<file path="config.mk">
export PLATFORM = sky130hd
export DESIGN_NAME = fault_blink_reporter
export DESIGN_NICKNAME = d
export VERILOG_FILES = /design/src/rtl/blink_pkg.sv /design/src/rtl/blink_reset_sync.sv /design/src/rtl/blink_tick_gen.sv /design/src/rtl/fault_code_latch.sv /design/src/rtl/blink_sequencer.sv /design/src/rtl/fault_blink_reporter.sv
export SDC_FILE = /design/constraint.sdc
export NUM_CORES = 1
export LEC_CHECK = 0
export BUFFER_PORTS_ARGS = -buffer_cell sky130_fd_sc_hd__buf_4
export CORE_MARGIN = 4
export CORE_UTILIZATION = 43
export CTS_CLUSTER_SIZE = 25
export DETAILED_ROUTE_END_ITERATION = 8
export PLACE_DENSITY_LB_ADDON = 0.25
export SLEW_MARGIN = 5
export SYNTH_ARGS = -nofsm -noshare
export SYNTH_HDL_FRONTEND = slang
export SYNTH_SLANG_ARGS = --single-unit
</file>
<file path="constraint.sdc">
create_clock -name clk -period 2 [get_ports clk]
set_clock_uncertainty 0.1 [all_clocks]
set_input_delay 0 -clock clk [delete_from_list [all_inputs] [get_ports clk]]
set_output_delay 0 -clock clk [all_outputs]
set_load 0.01 [all_outputs]
</file>
<file path="src/rtl/blink_pkg.sv">
package blink_pkg;

  typedef enum logic [2:0] {
    PH_IDLE     = 3'd0,
    PH_ANNOUNCE = 3'd1,
    PH_PAUSE_A  = 3'd2,
    PH_COUNT    = 3'd3,
    PH_PAUSE_B  = 3'd4
  } phase_e;

  typedef enum logic [1:0] {
    CLS_NONE   = 2'd0,
    CLS_USAGE  = 2'd1,
    CLS_BUS    = 2'd2,
    CLS_MEMORY = 2'd3
  } fault_class_e;

  // LED lane positions inside the 3-bit enable / colour vectors
  localparam int unsigned LANE_LEFT  = 0;
  localparam int unsigned LANE_MID   = 1;
  localparam int unsigned LANE_RIGHT = 2;
  localparam int unsigned LANES      = 3;

endpackage

</file>
<file path="src/rtl/blink_reset_sync.sv">
module blink_reset_sync #(
  parameter int unsigned STAGES = 2
) (
  input  logic clk,
  input  logic rst_n,
  output logic rst_core_n
);

  logic [STAGES-1:0] sync_q;

  always_ff @(posedge clk or negedge rst_n) begin
    if (!rst_n) begin
      sync_q <= '0;
    end else begin
      sync_q <= {sync_q[STAGES-2:0], 1'b1};
    end
  end

  assign rst_core_n = sync_q[STAGES-1];

endmodule

</file>
<file path="src/rtl/blink_tick_gen.sv">
module blink_tick_gen #(
  parameter  int unsigned TICK_CYC = 8,
  localparam int unsigned CNT_W    = (TICK_CYC > 1) ? $clog2(TICK_CYC) : 1
) (
  input  logic clk,
  input  logic rst_n,
  input  logic run,
  output logic tick
);

  logic [CNT_W-1:0] cnt_q, cnt_d;
  logic             cnt_en;
  logic             wrap;

  assign wrap = (cnt_q == CNT_W'(TICK_CYC - 1));

  always_comb begin
    cnt_en = 1'b1;
    if (!run) begin
      cnt_d  = '0;
      cnt_en = (cnt_q != '0);
    end else if (wrap) begin
      cnt_d = '0;
    end else begin
      cnt_d = cnt_q + CNT_W'(1);
    end
  end

  always_ff @(posedge clk or negedge rst_n) begin
    if (!rst_n) begin
      cnt_q <= '0;
    end else if (cnt_en) begin
      cnt_q <= cnt_d;
    end
  end

  assign tick = run && wrap;

endmodule

</file>
<file path="src/rtl/fault_code_latch.sv">
module fault_code_latch
  import blink_pkg::*;
#(
  parameter int unsigned CODE_W     = 5,
  parameter int unsigned MAX_CODE   = 16,
  parameter int unsigned USAGE_LAST = 6,
  parameter int unsigned BUS_LAST   = 12
) (
  input  logic              clk,
  input  logic              rst_n,
  input  logic              stb,
  input  logic [CODE_W-1:0] code_in,
  output logic              start,
  output logic              active,
  output logic [CODE_W-1:0] code_q,
  output logic [1:0]        class_q
);

  logic              active_q;
  logic [CODE_W-1:0] norm_code;
  fault_class_e      norm_class;
  logic [CODE_W-1:0] code_d;
  logic [1:0]        class_d;

  // capture only the first strobe; later ones fall on a set latch
  assign start = stb && !active_q;

  always_comb begin
    if (code_in == '0) begin
      norm_code = CODE_W'(1);
    end else if (code_in > CODE_W'(MAX_CODE)) begin
      norm_code = CODE_W'(MAX_CODE);
    end else begin
      norm_code = code_in;
    end

    if (norm_code <= CODE_W'(USAGE_LAST)) begin
      norm_class = CLS_USAGE;
    end else if (norm_code <= CODE_W'(BUS_LAST)) begin
      norm_class = CLS_BUS;
    end else begin
      norm_class = CLS_MEMORY;
    end

    code_d  = norm_code;
    class_d = norm_class;
  end

  always_ff @(posedge clk or negedge rst_n) begin
    if (!rst_n) begin
      active_q <= 1'b0;
      code_q   <= '0;
      class_q  <= CLS_NONE;
    end else if (start) begin
      active_q <= 1'b1;
      code_q   <= code_d;
      class_q  <= class_d;
    end
  end

  assign active = active_q;

endmodule

</file>
<file path="src/rtl/blink_sequencer.sv">
module blink_sequencer
  import blink_pkg::*;
#(
  parameter  int unsigned CODE_W           = 5,
  parameter  int unsigned MAX_CODE         = 16,
  parameter  int unsigned ANNOUNCE_FLASHES = 4,
  parameter  int unsigned GAP_TICKS        = 6,
  localparam int unsigned ANN_STEPS        = 2 * ANNOUNCE_FLASHES,
  localparam int unsigned CNT_STEPS_MAX    = 2 * MAX_CODE,
  localparam int unsigned STEP_MAX_A       = (ANN_STEPS > GAP_TICKS) ? ANN_STEPS : GAP_TICKS,
  localparam int unsigned STEP_MAX         = (STEP_MAX_A > CNT_STEPS_MAX) ? STEP_MAX_A : CNT_STEPS_MAX,
  localparam int unsigned STEP_W           = $clog2(STEP_MAX + 1)
) (
  input  logic              clk,
  input  logic              rst_n,
  input  logic              start,
  input  logic              active,
  input  logic              tick,
  input  logic [CODE_W-1:0] code,
  output logic [2:0]        phase_o,
  output logic [LANES-1:0]  led_en,
  output logic [LANES-1:0]  led_col,
  output logic [CODE_W-1:0] flash_cnt
);

  phase_e            ph_q, ph_d;
  logic [STEP_W-1:0] step_q, step_d;
  logic [CODE_W-1:0] fcnt_q, fcnt_d;
  logic              seq_en;
  logic              lit;
  logic [STEP_W-1:0] count_last;
  logic              ann_done, gap_done, cnt_done;

  assign count_last = STEP_W'((32'(code) << 1) - 32'd1);
  assign ann_done   = (step_q == STEP_W'(ANN_STEPS - 1));
  assign gap_done   = (step_q == STEP_W'(GAP_TICKS - 1));
  assign cnt_done   = (step_q == count_last);
  // even steps are the lit half of a flash
  assign lit        = !step_q[0];

  // next-state process
  always_comb begin
    ph_d   = ph_q;
    step_d = step_q;
    fcnt_d = fcnt_q;
    seq_en = 1'b0;
    if (start) begin
      seq_en = 1'b1;
      ph_d   = PH_ANNOUNCE;
      step_d = '0;
    end else if (active && tick) begin
      seq_en = 1'b1;
      step_d = step_q + STEP_W'(1);
      unique case (ph_q)
        PH_ANNOUNCE: begin
          if (ann_done) begin
            ph_d   = PH_PAUSE_A;
            step_d = '0;
          end
        end
        PH_PAUSE_A: begin
          if (gap_done) begin
            ph_d   = PH_COUNT;
            step_d = '0;
            fcnt_d = CODE_W'(1);
          end
        end
        PH_COUNT: begin
          if (cnt_done) begin
            ph_d   = PH_PAUSE_B;
            step_d = '0;
          end else if (step_q[0]) begin
            fcnt_d = fcnt_q + CODE_W'(1);
          end
        end
        PH_PAUSE_B: begin
          if (gap_done) begin
            ph_d   = PH_ANNOUNCE;
            step_d = '0;
          end
        end
        default: begin
          ph_d   = PH_IDLE;
          step_d = '0;
        end
      endcase
    end
  end

  // register process
  always_ff @(posedge clk or negedge rst_n) begin
    if (!rst_n) begin
      ph_q   <= PH_IDLE;
      step_q <= '0;
      fcnt_q <= '0;
    end else if (seq_en) begin
      ph_q   <= ph_d;
      step_q <= step_d;
      fcnt_q <= fcnt_d;
    end
  end

  // output decode, one lane at a time
  for (genvar g = 0; g < LANES; g++) begin : g_lane
    localparam bit IS_MID = (g == LANE_MID);
    always_comb begin
      led_en[g]  = 1'b0;
      led_col[g] = 1'b0;
      if (ph_q == PH_ANNOUNCE) begin
        led_en[g] = lit;
      end else if (ph_q == PH_COUNT) begin
        led_en[g] = lit && IS_MID;
      end
      if (ph_q != PH_IDLE) begin
        led_col[g] = IS_MID;
      end
    end
  end

  assign phase_o   = ph_q;
  assign flash_cnt = fcnt_q;

endmodule

</file>
<file path="src/rtl/fault_blink_reporter.sv">
module fault_blink_reporter
  import blink_pkg::*;
#(
  parameter  int unsigned CLK_HZ           = 125_000_000,
  parameter  int unsigned TICKS_PER_SEC    = 4,
  parameter  int unsigned ANNOUNCE_FLASHES = 4,
  parameter  int unsigned GAP_TICKS        = 6,
  parameter  int unsigned MAX_CODE         = 16,
  parameter  int unsigned USAGE_LAST       = 6,
  parameter  int unsigned BUS_LAST         = 12,
  parameter  int unsigned CODE_W           = 5,
  localparam int unsigned TICK_CYC         = CLK_HZ / TICKS_PER_SEC
) (
  input  logic              clk,
  input  logic              rst_n,
  input  logic              fault_stb,
  input  logic [CODE_W-1:0] fault_code,
  output logic [2:0]        led_en,
  output logic [2:0]        led_col,
  output logic              err_active,
  output logic [2:0]        phase,
  output logic [CODE_W-1:0] flash_cnt,
  output logic [CODE_W-1:0] latched_code,
  output logic [1:0]        fault_class
);

  logic rst_core_n;
  logic start;
  logic active;
  logic tick;

  blink_reset_sync #(.STAGES(2)) u_rst (
    .clk        (clk),
    .rst_n      (rst_n),
    .rst_core_n (rst_core_n)
  );

  fault_code_latch #(
    .CODE_W     (CODE_W),
    .MAX_CODE   (MAX_CODE),
    .USAGE_LAST (USAGE_LAST),
    .BUS_LAST   (BUS_LAST)
  ) u_latch (
    .clk     (clk),
    .rst_n   (rst_core_n),
    .stb     (fault_stb),
    .code_in (fault_code),
    .start   (start),
    .active  (active),
    .code_q  (latched_code),
    .class_q (fault_class)
  );

  blink_tick_gen #(.TICK_CYC(TICK_CYC)) u_tick (
    .clk   (clk),
    .rst_n (rst_core_n),
    .run   (active),
    .tick  (tick)
  );

  blink_sequencer #(
    .CODE_W           (CODE_W),
    .MAX_CODE         (MAX_CODE),
    .ANNOUNCE_FLASHES (ANNOUNCE_FLASHES),
    .GAP_TICKS        (GAP_TICKS)
  ) u_seq (
    .clk       (clk),
    .rst_n     (rst_core_n),
    .start     (start),
    .active    (active),
    .tick      (tick),
    .code      (latched_code),
    .phase_o   (phase),
    .led_en    (led_en),
    .led_col   (led_col),
    .flash_cnt (flash_cnt)
  );

  assign err_active = active;

endmodule

</file>
* Word-level counts from Yosys, hierarchy flattened
Cells that the tools add are included.
** Operators by class
- Add/sub/neg operators :: 4
- Order comparisons :: 3
- Equal/unequal tests :: 15
- Multiplexer cells :: 30
- Bitwise operators :: 1
- Reductions and logical operators :: 14
** Operators with widths (number)
- $mux W25 :: 2
- $mux W6 :: 5
- $add A25 B1 Y25 const B :: 1
- $eq A25 B25 Y1 const B :: 1
- $mux W5 :: 5
- $reduce_bool A25 Y1 :: 1
- $mux W3 :: 6
- $pmux W6 S3 :: 1
- $eq A6 B3 Y1 const B :: 2
- $ne A3 B2 Y1 const B :: 4
- $pmux W3 S4 :: 1
- $pmux W5 S2 :: 1
- $mux W1 :: 8
- $reduce_and A7 Y1 :: 1
- $add A6 B1 Y6 const B :: 1
- $eq A3 B2 Y1 const B :: 2
- $eq A6 B6 Y1 :: 1
- $reduce_and A6 Y1 :: 1
- $sub A6 B1 Y6 const B :: 1
- $add A5 B1 Y5 const B :: 1
- $gt A5 B5 Y1 const B :: 1
- $le A5 B3 Y1 const B :: 1
- $le A5 B4 Y1 const B :: 1
- $logic_not A5 Y1 :: 1
- 12 further kinds :: 17
** Storage, ports and cells
- Register bits after elaboration :: 49
- Input port bits :: 8
- Output and inout bits :: 22

* Longest topological paths before layout
Gate-level depths: netlist of the first run.
- Depth in word-level cells :: 6
- Mapped depth :: 8

* Cells and area by module
A second synthesis of the first run with hierarchy kept.
** Second synthesis, totals
- Cells, all modules :: 319
- Area total of the unflattened synthesis :: 2896.5 µm²
** By module, submodules not included
- blink_tick_gen :: instances 1, cells an instance 150, area each 1375.1 µm², sequential area each 625.6 µm²
- blink_sequencer :: instances 1, cells an instance 130, area each 1108.6 µm², sequential area each 350.3 µm²
- fault_code_latch :: instances 1, cells an instance 36, area each 359.1 µm², sequential area each 200.2 µm²
- blink_reset_sync :: instances 1, cells an instance 3, area each 53.8 µm², sequential area each 50.0 µm²

* Least setup slack after synthesis of the first run
Ideal clock, no wire load.
- Path kind :: register -> register
- From :: register u_tick.cnt_q[0]
- To :: register u_seq.fcnt_q[4] (netlist: u_seq.flash_cnt[4])
- Data arrival time :: 2234 ps
- Slack :: -412 ps
- Cell stages (with the launch flop) :: 8
- Buffers on the path :: 0
- Cell sequence :: dfrtp_1 ha_1 nand3_4 or4_4 nor3_4 o311ai_4 or4_1 a21oi_1
** Between the ends
- Cells in the longest elaborated chain, start to end :: 6
** RTL lines
- start, declared :: RTL line blink_tick_gen.sv:11 : logic [CNT_W-1:0] cnt_q, cnt_d;
- start signal, assigned :: RTL line blink_tick_gen.sv:33 : cnt_q <= cnt_d;
- $eq A25 B25 Y1 (*) :: RTL line blink_tick_gen.sv:15 : assign wrap = (cnt_q == CNT_W'(TICK_CYC - 1));
- $logic_and A1 B1 Y1 (*) :: RTL line blink_tick_gen.sv:37 : assign tick = run && wrap;
- $logic_and A1 B1 Y1 (*) :: RTL line blink_sequencer.sv:51 : end else if (active && tick) begin
- $mux W1 :: RTL line blink_sequencer.sv:51
- $mux W1 :: RTL line blink_sequencer.sv:47 : if (start) begin
- $reduce_and A7 Y1 (no line) (*)
- end signal, assigned :: RTL line blink_sequencer.sv:99 : fcnt_q <= fcnt_d;
- end, declared :: RTL line blink_sequencer.sv:28 : logic [CODE_W-1:0] fcnt_q, fcnt_d;
Mark *: on every way between the ends. The rest lies on a longest branch, timed or not.
A chain may end at the register's enable or synchronous reset.

* Final worst setup path of the first run
- From :: register u_seq.step_q[3]
- To :: register u_seq.fcnt_q[3] (netlist: u_seq.flash_cnt[3])
** Between the ends
- Cells in the longest elaborated chain, start to end :: 3
- Elaborated cells on any way between the ends :: 5
- Classes of those cells :: eq/ne (4); reduce/logical (1)
** RTL lines
- start, declared :: RTL line blink_sequencer.sv:27 : logic [STEP_W-1:0] step_q, step_d;
- start signal, assigned :: RTL line blink_sequencer.sv:98 : step_q <= step_d;
- $eq A6 B6 Y1 or $eq A6 B3 Y1 (tied branches) :: RTL line blink_sequencer.sv:37, blink_sequencer.sv:36
- $ne A2 B2 Y1 (no line) or $ne A2 B1 Y1 (tied branches)
- $reduce_and A7 Y1 (no line) (*)
Marks and branches as above.

==> results of run 1 <==
## routing by layer
metal / wire length [µm] / track usage / part of all wire
met1: 3290 / 0.273 / 0.41
met2: 4050 / 0.358 / 0.50
met3: 445 / 0.0378 / 0.056
met4: 232 / 0.0514 / 0.029
met5: 0 / 0 / 0
## report_power, final
group	total, mW	switching [mW]	leakage [nW]	internal [mW]
clock	0.643	0.381	0.0506	0.262
sequential	1.15	0.0697	0.634	1.08
combinational	0.972	0.476	1.26	0.496
## stage by stage
| step | TNS [ps] | total power [mW] | utilization |
|---|---|---|---|
| 3_3_place_gp | -1270 | 1.88 | 0.574 |
| 3_5_place_dp | -1560 | 1.90 | 0.574 |
| 5_1_grt | -3520 | 2.93 | 0.667 |
| 4_1_cts | -1430 | 2.69 | 0.639 |
| 6_report | -1680 | 2.77 | 0.667 |
| 2_1_floorplan | -1120 | 1.53 | - |
## repair_timing
item / in CTS / in global routing
hold buffers: 8 / 0
endpoints found under the setup margin: 22 / 33
pin swaps: 16 / 22
endpoints found under the hold margin: 12 / 0
setup buffers: 11 / 9
gates resized for setup: 35 / 33
## cell families after synthesis
| logic type | share of synthesized area |
|---|---|
| buffers and inverters | 0.0364 |
| AND/OR/NAND/NOR | 0.296 |
| flip-flops | 0.429 |
| multiplexers | 0.00351 |
| other | 0.00263 |
| AO/OA/AOI/OAI | 0.123 |
| adder cells (fa/ha/maj) | 0.0263 |
| XOR/XNOR | 0.0828 |
## sequential cells by signal, indices dropped and copies added (netlist names)
signal           cells
u_tick.cnt_q        25
u_seq.phase_o        3
u_seq.flash_cnt      5
u_seq.step_q         6
u_latch.code_q       5
u_latch.active       1
u_latch.class_q      2
u_rst.sync_q         2
## how the worst min path moves through the flow
stage | depth (start not counted) | endpoint | start
5_1_grt | 0 | u_latch.class_q[1] | u_rst.sync_q[1]
3_5_place_dp | 1 | u_rst.sync_q[0] | rst_n
3_3_place_gp | 1 | u_rst.sync_q[0] | rst_n
4_1_cts | 0 | u_latch.class_q[1] | u_rst.sync_q[1]
6_report | 0 | u_seq.step_q[3] | u_rst.sync_q[1]
2_1_floorplan | 0 | u_rst.sync_q[0] | rst_n
## worst max-delay path, stage by stage, from the launching register on
cell,delay (ps)
dfrtp_1,420
nor4b_2,250
buf_4,170
nand3b_1,140
a211oi_4,350
o311ai_4,180
or4_4,440
a21oi_2,140
## final cells by class
cell class / instances / area, µm² / area share
clock inverter: 3 / 28.8 / 0.00675
multi-input combinational: 243 / 1770 / 0.416
tap: 77 / 96.3 / 0.0226
clock buffer: 5 / 68.8 / 0.0161
sequential: 49 / 1230 / 0.288
timing repair buffer: 125 / 1030 / 0.241
inverter: 11 / 41.3 / 0.00969
## layout by cell type (no fill, tap or decap), drive strengths merged, types with 2 or more instances in the layout
cell type,instances
nand3,14
nor3,10
ha,6
a31oi,2
nor2b,4
and2,3
a22o,3
nor4b,2
nand4,11
nor2,34
xnor2,11
conb,3
and3,8
nand2b,3
or2,5
inv,13
o21ai,14
clkbuf,5
buf,117
or4,4
nand3b,5
nor4,7
xor2,16
dfrtp,49
o31ai,2
a211oi,3
dlygate4sd3,8
or3,4
nand2,34
a21oi,14
and4,3
==> impl_metrics.csv, run 1 <==
group,metric,value,unit
finish,syn2layout_area_growth,49.3,%
yosys,ys.flop_type,"dfrtp_1",
route,dr.pass1.iters,4,
timing,period_needed,2270,ps
floorplan,initial_core_util,0.447,
place,place_congestion,0.873,
global_route,grtUsageTotal,0.209,
yosys,synth_most_common_cell,"dfrtp_1",
yosys,syn-cell-area,0.00286,mm²
timing,rsz0062_at_grt,"true",
worst_setup_path,path_class,"reg -> reg",
timing,setup_violations,15,
timing,hold_viol_final,0,
worst_setup_path,regToRegSetupSlack,-270,ps
global_route,grt_max_degree,37,
clocking,cts_made_buffers,5,
route,drc,0,
place,dpl-instance-area,0.00367,mm²
route,initialDrtViolationCount,161,
place,dp_hpwl,5440,µm
yosys,synth_seq_cells,49,
clocking,cts_max_level,2,
floorplan,io_pins,30,
clocking,clkTransAtPathRegs,100,ps
route,routed_wl,8010,µm
yosys,synth_cell_type_count,59,
finish,fill_cells,504,
finish,fin_nets,449,
worst_setup_path,reg2reg_from,"u_seq.step_q[3]",
timing,fmax,0.441,GHz
timing,post-route-period-util,1.13,
place,post-place-ws,-212,ps
yosys,netlist.area_leader.share,0.429,
worst_setup_path,critPathArrivalTime,2420,ps
clocking,clockBufferDepth,2,
worst_setup_path,cp-start-kind,"flip-flop",
worst_setup_path,cp-endpoint,"u_seq.flash_cnt[3]",
yosys,yosys.area.top_type,"dfrtp_1",
worst_setup_path,path_max_fanout,6,
floorplan,die_w,89.5,µm
route,num_vias,2856,
yosys,netlist_top_cells_area,"dfrtp_1, xor2_1, nand2_1",
yosys,syn_inst,313,
timing,drv_slew,0,
yosys,ys_top_cells_by_count,"dfrtp_1, nand2_1, nor2_1",
route,antenna_left,0,
floorplan,die-area,0.00801,mm²
yosys,yosysSeqAreaShare,0.429,
clocking,cts-root-buf,"clkbuf_8",
route,wire_per_inst,15.6,µm
clocking,cts_sinks,49,
place,io_buffers,27,
worst_setup_path,end_kind,"flip-flop",
status,violations,"setup timing",
flow_run,drv_cap,0,
clocking,insertion_delay,320,ps
floorplan,die_y,89.5,µm
pwr,power_density,650,mW/mm²
yosys,synth-edff-count,0,
worst_setup_path,worstReg2RegEnd,"u_seq.flash_cnt[3]",
worst_setup_path,required,2150,ps
finish,finalInstanceArea,0.00426,mm²
global_route,grt_overflow,0,
finish,antenna_cells,0,
finish,finalNonFillerCells,513,
pwr,ir_drop,633,µV
yosys,async_flop_share,1.00,
place,dp_cells,479,
timing,whs,57.3,ps
finish,drive_above_1_share,0.413,
timing,finalWorstSetupSlack,-269,ps
floorplan,rows,29,
floorplan,core,0.00639,mm²
route,via_per_inst,5.57,
global_route,grt_antenna_before_repair,0,
yosys,syn_area_per_cell,9.12,µm²
worst_setup_path,cp-startpoint,"u_seq.step_q[3]",
clocking,cts_tree,"done",
status,status,"complete, but fails checks",
pwr,cellLeakagePower,1.95,nW
worst_setup_path,r2r_cells,7,
global_route,grt_pass1_wl,13100,µm
yosys,ys.warnings.count,0,
global_route,grt_pass1_vias,2794,
min_path,hp-class,"reg -> async",
Power figures use the tool's default switching activity.
==> run 2, diff against run 1 <==
--- a/config.mk
+++ b/config.mk
@@ -5,8 +5,8 @@
 export SDC_FILE = /design/constraint.sdc
 export NUM_CORES = 1
 export LEC_CHECK = 0
+export ABC_AREA = 1
 export BUFFER_PORTS_ARGS = -buffer_cell sky130_fd_sc_hd__buf_4
-export CORE_MARGIN = 4
 export CORE_UTILIZATION = 43
 export CTS_CLUSTER_SIZE = 25
 export DETAILED_ROUTE_END_ITERATION = 8
==> run 2 against run 1 <==
The flow now finishes without violations. Sequential share of layout area up 3.8 points. Area after synthesis up 11%. Wire length up 1.2%. Sequential power down 10%.
==> impl_metrics.csv, run 2 <==
group,metric,value,unit
floorplan,die_w,87.8,µm
pwr,power_density,513,mW/mm²
clocking,cts_tree,"done",
yosys,synth_cell_type_count,38,
min_path,hp-class,"reg -> async",
finish,final_cell_mix,"nand2_1, nor2_1, inv_1, dfrtp_1, buf_4",
yosys,synth_most_common_cell,"nand2_1",
finish,fill_cells,685,
worst_setup_path,path_class,"reg -> reg",
route,via_per_inst,5.24,
timing,fmax,0.527,GHz
timing,drv_slew,0,
floorplan,initial_core_util,0.456,
timing,setup_violations,0,
yosys,synth_seq_cells,49,
yosys,async_flop_share,1.00,
worst_setup_path,path_max_fanout,7,
pwr,finalPower,1.93,mW
pwr,ir_drop,325,µV
yosys,netlist.area_leader.share,0.387,
finish,antenna_cells,0,
clocking,cts-root-buf,"clkbuf_8",
timing,hold_viol_final,0,
floorplan,rows,30,
finish,syn2layout_area_growth,19.0,%
floorplan,die_y,87.8,µm
yosys,yosys.area.top_type,"dfrtp_1",
worst_setup_path,crit_top_cell,"nand2_1",
place,dp_cells,568,
worst_setup_path,critPathArrivalTime,2050,ps
timing,worst_pin_slew,510,ps
finish,finalInstanceArea,0.00377,mm²
worst_setup_path,cp-start-kind,"flip-flop",
worst_setup_path,cp_slowest_cell,"dfrtp_1",
pwr,cellLeakagePower,1.76,nW
flow_run,drv_cap,0,
finish,largest_register,"u_tick.cnt_q",
finish,fin_nets,507,
yosys,netlist_top_cells_area,"dfrtp_1, nand2_1, nor2_1",
timing,slew_headroom,0.660,
timing,post-route-period-util,0.948,
finish,fin_util,0.543,
yosys,ys.flop_type,"dfrtp_1",
clocking,clkTransAtPathRegs,100,ps
route,antenna_left,0,
finish,finalNonFillerCells,590,
clocking,clockBufferDepth,2,
worst_setup_path,required,2150,ps
route,routed_wl,8110,µm
worst_setup_path,crit_chain,"inv_1 -> ha_2 -> xnor2_1 -> nor2_1 -> nand2_1 -> o21ai_4 -> nand3_2 -> nand2_1 -> nand2_1 -> nand2_1",
floorplan,io_pins,30,
floorplan,die-area,0.00771,mm²
yosys,syn_inst,445,
route,wire_per_inst,13.7,µm
finish,final_common_cell,"nand2_1",
finish,top_regs,"u_tick.cnt_q x25, u_seq.step_q x6",
status,status,"finished, final reports clean",
floorplan,core,0.00694,mm²
timing,period_needed,1900,ps
global_route,grt_pass1_vias,2772,
place,dp_hpwl,6050,µm
route,num_vias,3092,
global_route,grt_pass1_wl,13100,µm
finish,drive_above_1_share,0.172,
route,dr.pass1.iters,5,
yosys,ys_top_cells_by_count,"nand2_1, nor2_1, inv_1",
worst_setup_path,end_kind,"flip-flop",
worst_setup_path,cpPeakStageDelay,390,ps
finish,largest_reg_flops,25,
yosys,syn-cell-area,0.00317,mm²
clocking,insertion_delay,310,ps
place,place_congestion,0.964,
yosys,yosysSeqAreaShare,0.387,
global_route,grt_max_degree,23,
global_route,grt_antenna_before_repair,0,
global_route,grt_overflow,0,
place,dpl-instance-area,0.00349,mm²
yosys,syn_area_per_cell,7.12,µm²
global_route,grtUsageTotal,0.219,
route,drc,0,
yosys,synth-edff-count,0,
yosys,ys.warnings.count,0,
clocking,cts_max_level,2,
place,io_buffers,27,
clocking,cts_made_buffers,5,
route,initialDrtViolationCount,240,
clocking,cts_sinks,49,
run 2: changes by cell type in the layout (fill, tap and decap cells not counted), sizes merged, moves of 5 or more:
cell	previous run	this run
nor2	34	69
xor2	16	10
nand4	11	16
nand3	14	38
inv	13	55
and3	8	0
nand2	34	116
buf	117	37
o21ai	14	24
nor3	10	18
xnor2	11	3
run 2: logic make-up after synthesis:
logic type,Yosys count,synth area share
fa+ha+maj,6,0.0237
xor+xnor,13,0.0359
buf+inv,64,0.0837
simple gates,265,0.384
compound gates,46,0.0829
other cells,2,0.00237
flops,49,0.387
run 2: cell type report:
class	instances	area, µm²	share of cell area
clock buffer	6	72.6	0.0193
inverter	57	218	0.0578
clock inverter	2	38.8	0.0103
tap	96	120	0.0319
timing repair buffer	46	368	0.0976
timing repair inverter	1	7.51	0.00199
multi-input combinational	333	1720	0.456
sequential	49	1230	0.326
run 2: final timing paths:
kind | start | end | slack, ps | depth (start not counted)
max in group asynchronous | u_rst.sync_q[1] | u_tick.cnt_q[8] | 1070 | 1
worst min-delay path | u_rst.sync_q[1] | u_tick.cnt_q[19] | 140 | 0
worst max register to register | u_latch.code_q[1] | u_seq.phase_o[1] | 100 | 10
worst min register to register | u_rst.sync_q[1] | u_tick.cnt_q[19] | 140 | 0
worst max-delay path | u_latch.code_q[1] | u_seq.phase_o[1] | 100 | 10
min in group clk | u_rst.sync_q[0] | u_rst.sync_q[1] | 260 | 0
run 2: per-stage QoR:
| stage | setup TNS [ps] | hold WS, ps | worst slack, ps |
|---|---|---|---|
| after floorplan | 0 | -396 | 224 |
| after global placement | 0 | -317 | 162 |
| final | 0 | 139 | 104 |
| after global routing | -34.8 | 175 | -13.4 |
| after CTS | 0 | 147 | 50.5 |
| after detailed placement | 0 | -315 | 68.5 |
run 2: worst max-delay path: cells and delay by family, from the launching register on:
family                     cells  cell delay, ps
DFF                            1             390
AOI/OAI and AO/OA              1             260
buffers and inverters          1             110
xor gates and xnor gates       1             120
adders and majority gates      1             290
and+or+nand+nor                6             580
run 2: what timing repair did:
action,CTS,global route
endpoints found under the hold margin,10,0
resized for setup,0,13
setup endpoints to repair,0,17
hold buffers,9,0
setup buffers,0,4
run 2: metal layers:
metal	wire length, µm	global-route usage
met3	466	0.0349
met5	0	0
met2	3690	0.352
met1	3880	0.316
met4	71	0.0387
run 2: power breakdown:
part / internal, mW / switching [mW] / leakage [nW] / total [mW]
Sequential: 1.00 / 0.0219 / 0.581 / 1.03
Clock: 0.376 / 0.356 / 0.0554 / 0.732
Combinational: 0.0729 / 0.103 / 1.12 / 0.176
Total: 1.45 / 0.481 / 1.76 / 1.93
==> run 3, diff against run 2 <==
--- a/config.mk
+++ b/config.mk
@@ -10,6 +10,7 @@
 export CORE_UTILIZATION = 43
 export CTS_CLUSTER_SIZE = 25
 export DETAILED_ROUTE_END_ITERATION = 8
+export GPL_TIMING_DRIVEN = 0
 export PLACE_DENSITY_LB_ADDON = 0.25
 export SLEW_MARGIN = 5
 export SYNTH_ARGS = -nofsm -noshare
==> constraint.sdc (replaced) <==
create_clock -name clk -period 2 [get_ports clk]
set_clock_uncertainty 0.1 [all_clocks]
set_input_delay 0 -clock clk [delete_from_list [all_inputs] [get_ports clk]]
set_output_delay 0 -clock clk [all_outputs]
set_load 0.005 [all_outputs]
==> run 3 against run 2 <==
Critical path depth unchanged. First-iteration DRC count shrank 34%. Wire length is 6.5% lower. Critical path type unchanged. Critical endpoint is now u_seq.step_q[2].
==> impl_metrics.csv, run 3 (synthesis gave the netlist of run 2 again) <==
group,metric,value,unit
status,status,"finished, final reports clean",
worst_setup_path,path_max_fanout,7,
route,initialDrtViolationCount,159,
pwr,switching_share,0.235,
global_route,grt_antenna_before_repair,0,
pwr,power_density,515,mW/mm²
flow_run,drv_cap,0,
pwr,ir_drop,294,µV
place,dp_hpwl,5770,µm
finish,finalNonFillerCells,589,
worst_setup_path,crit_chain,"inv_2 -> ha_2 -> xnor2_1 -> nor2_1 -> nand2_2 -> o21ai_4 -> buf_4 -> nand3_1 -> nand3_1 -> nand2_1",
timing,setup-tns-final,0,ps
finish,fill_cells,654,
clocking,clkTransAtPathRegs,100,ps
clocking,cts-root-buf,"clkbuf_8",
route,routed_wl,7580,µm
worst_setup_path,reg2reg_from,"u_latch.code_q[0]",
clocking,clockBufferDepth,2,
worst_setup_path,critPathArrivalTime,2010,ps
floorplan,rows,30,
pwr,pwr-share-seq,0.526,
floorplan,die_y,87.8,µm
place,dp_cells,570,
worst_setup_path,cpPeakStageDelay,420,ps
global_route,grt_pass1_vias,2819,
finish,finalInstanceArea,0.00378,mm²
floorplan,io_pins,30,
floorplan,die_w,87.8,µm
clocking,cts_max_level,2,
finish,final_cell_mix,"nand2_1, nor2_1, inv_1",
timing,period_needed,1900,ps
timing,post-route-period-util,0.950,
pwr,clkPwrFrac,0.383,
route,antenna_left,0,
worst_setup_path,worstReg2RegEnd,"u_seq.step_q[2]",
worst_setup_path,regToRegSetupSlack,100,ps
pwr,cellLeakagePower,1.76,nW
pwr,p_sw,0.457,mW
route,dr.pass1.iters,5,
pwr,intPower,1.49,mW
clocking,cts_tree,"done",
worst_setup_path,end_kind,"flip-flop",
global_route,grt_max_degree,36,
place,io_buffers,27,
route,wire_per_inst,12.9,µm
worst_setup_path,path_class,"reg -> reg",
finish,antenna_cells,0,
finish,syn2layout_area_growth,19.4,%
worst_setup_path,r2r_cells,10,
route,drc,0,
route,via_per_inst,5.07,
timing,drv_slew,0,
pwr,comb_power_share,0.091,
route,num_vias,2985,
timing,fmax,0.527,GHz
finish,fin_nets,506,
place,dpl-instance-area,0.00352,mm²
clocking,cts_sinks,49,
global_route,grt_overflow,0,
timing,whs,62.4,ps
timing,rsz0062_at_grt,"true",
floorplan,core,0.00694,mm²
floorplan,initial_core_util,0.456,
worst_setup_path,cp-start-kind,"flip-flop",
timing,hold_viol_final,0,
finish,top_regs,"u_tick.cnt_q x25, u_seq.step_q x6",
global_route,grt_pass1_wl,13000,µm
worst_setup_path,required,2110,ps
clocking,insertion_delay,300,ps
finish,final_common_cell,"nand2_1",
worst_setup_path,cp_slowest_cell,"dfrtp_1",
global_route,grtUsageTotal,0.214,
finish,largest_reg_flops,25,
clocking,cts_made_buffers,5,
worst_setup_path,crit_top_cell,"nand3_1",
finish,largest_register,"u_tick.cnt_q",
finish,drive_above_1_share,0.172,
floorplan,die-area,0.00771,mm²
timing,setup_violations,0,
min_path,hp-class,"reg -> async",
place,place_congestion,0.966,
-- run 3: changes by cell type in the layout (fill, tap and decap cells not counted), moves of 2 or more --
cell | before | now
buf_4 | 37 | 33
dfrtp_1 | 48 | 46
clkinvlp_4 | 2 | 0
dfrtp_2 | 1 | 3
-- run 3: worst max-delay path: cells and delay by family (launching register included) --
kind / cells / cell delay [ps]
xor gates and xnor gates: 1 / 120
adders and majority gates: 1 / 280
and+or+nand+nor: 5 / 390
buffers and inverters: 2 / 250
AOI/OAI and AO/OA: 1 / 250
DFF: 1 / 420
-- run 3: through the flow --
stage | power [mW] | util | setup slack [ps]
after floorplan | 1.13 | - | 268
after global placement | 1.19 | 0.503 | -159
after detailed placement | 1.20 | 0.506 | 58.0
after CTS | 1.96 | 0.536 | 34.5
after global routing | 2.04 | 0.545 | -26.3
final | 1.95 | 0.545 | 101
-- run 3: area by class of cell --
cell class	instances	area [µm²]	share of cell area
clock buffers	7	86.3	0.0228
repair buffers	39	328	0.0867
multi-input cells	333	1720	0.456
inverters	57	214	0.0566
flip-flops and latches	49	1230	0.325
plain buffers	7	51.3	0.0136
clock inverters	1	30.0	0.00794
well taps	96	120	0.0318
-- run 3: timing repair --
action | in CTS | in global routing
setup buffers | 0 | 2
resized for setup | 0 | 13
endpoints found under the setup margin | 0 | 24
hold buffers | 9 | 0
endpoints found under the hold margin | 10 | 0
-- run 3: metal layers --
layer	part of all wire	GRT usage	vias to the layer above	routed length, µm
met5	0	0	-	0
met4	0.0050	0.0507	0	38
met3	0.061	0.0471	4	461
met2	0.44	0.345	88	3370
met1	0.49	0.295	1358	3720
li1	-	-	1535	-
-- run 3: power groups by stage --
stage	Combinational [mW]	Sequential (mW)	Clock, mW
global placement	0.131	1.06	0
global route	0.200	1.03	0.811
detailed placement	0.153	1.04	0
CTS	0.166	1.02	0.769
finish	0.177	1.02	0.747
floorplan	0.0826	1.05	0
-- run 3: how the worst max path moves through the flow --
stage / start / end / slack, ps / cells past startpoint
after global placement: u_rst.sync_q[1] / u_seq.flash_cnt[4] / -160 / 0
after CTS: u_tick.cnt_q[1] / u_tick.cnt_q[13] / 30 / 11
final: u_latch.code_q[0] / u_seq.step_q[2] / 100 / 10
after detailed placement: u_tick.cnt_q[1] / u_tick.cnt_q[13] / 60 / 11
after floorplan: u_latch.code_q[0] / u_seq.phase_o[2] / 270 / 9
after global routing: u_tick.cnt_q[1] / u_tick.cnt_q[7] / -30 / 11
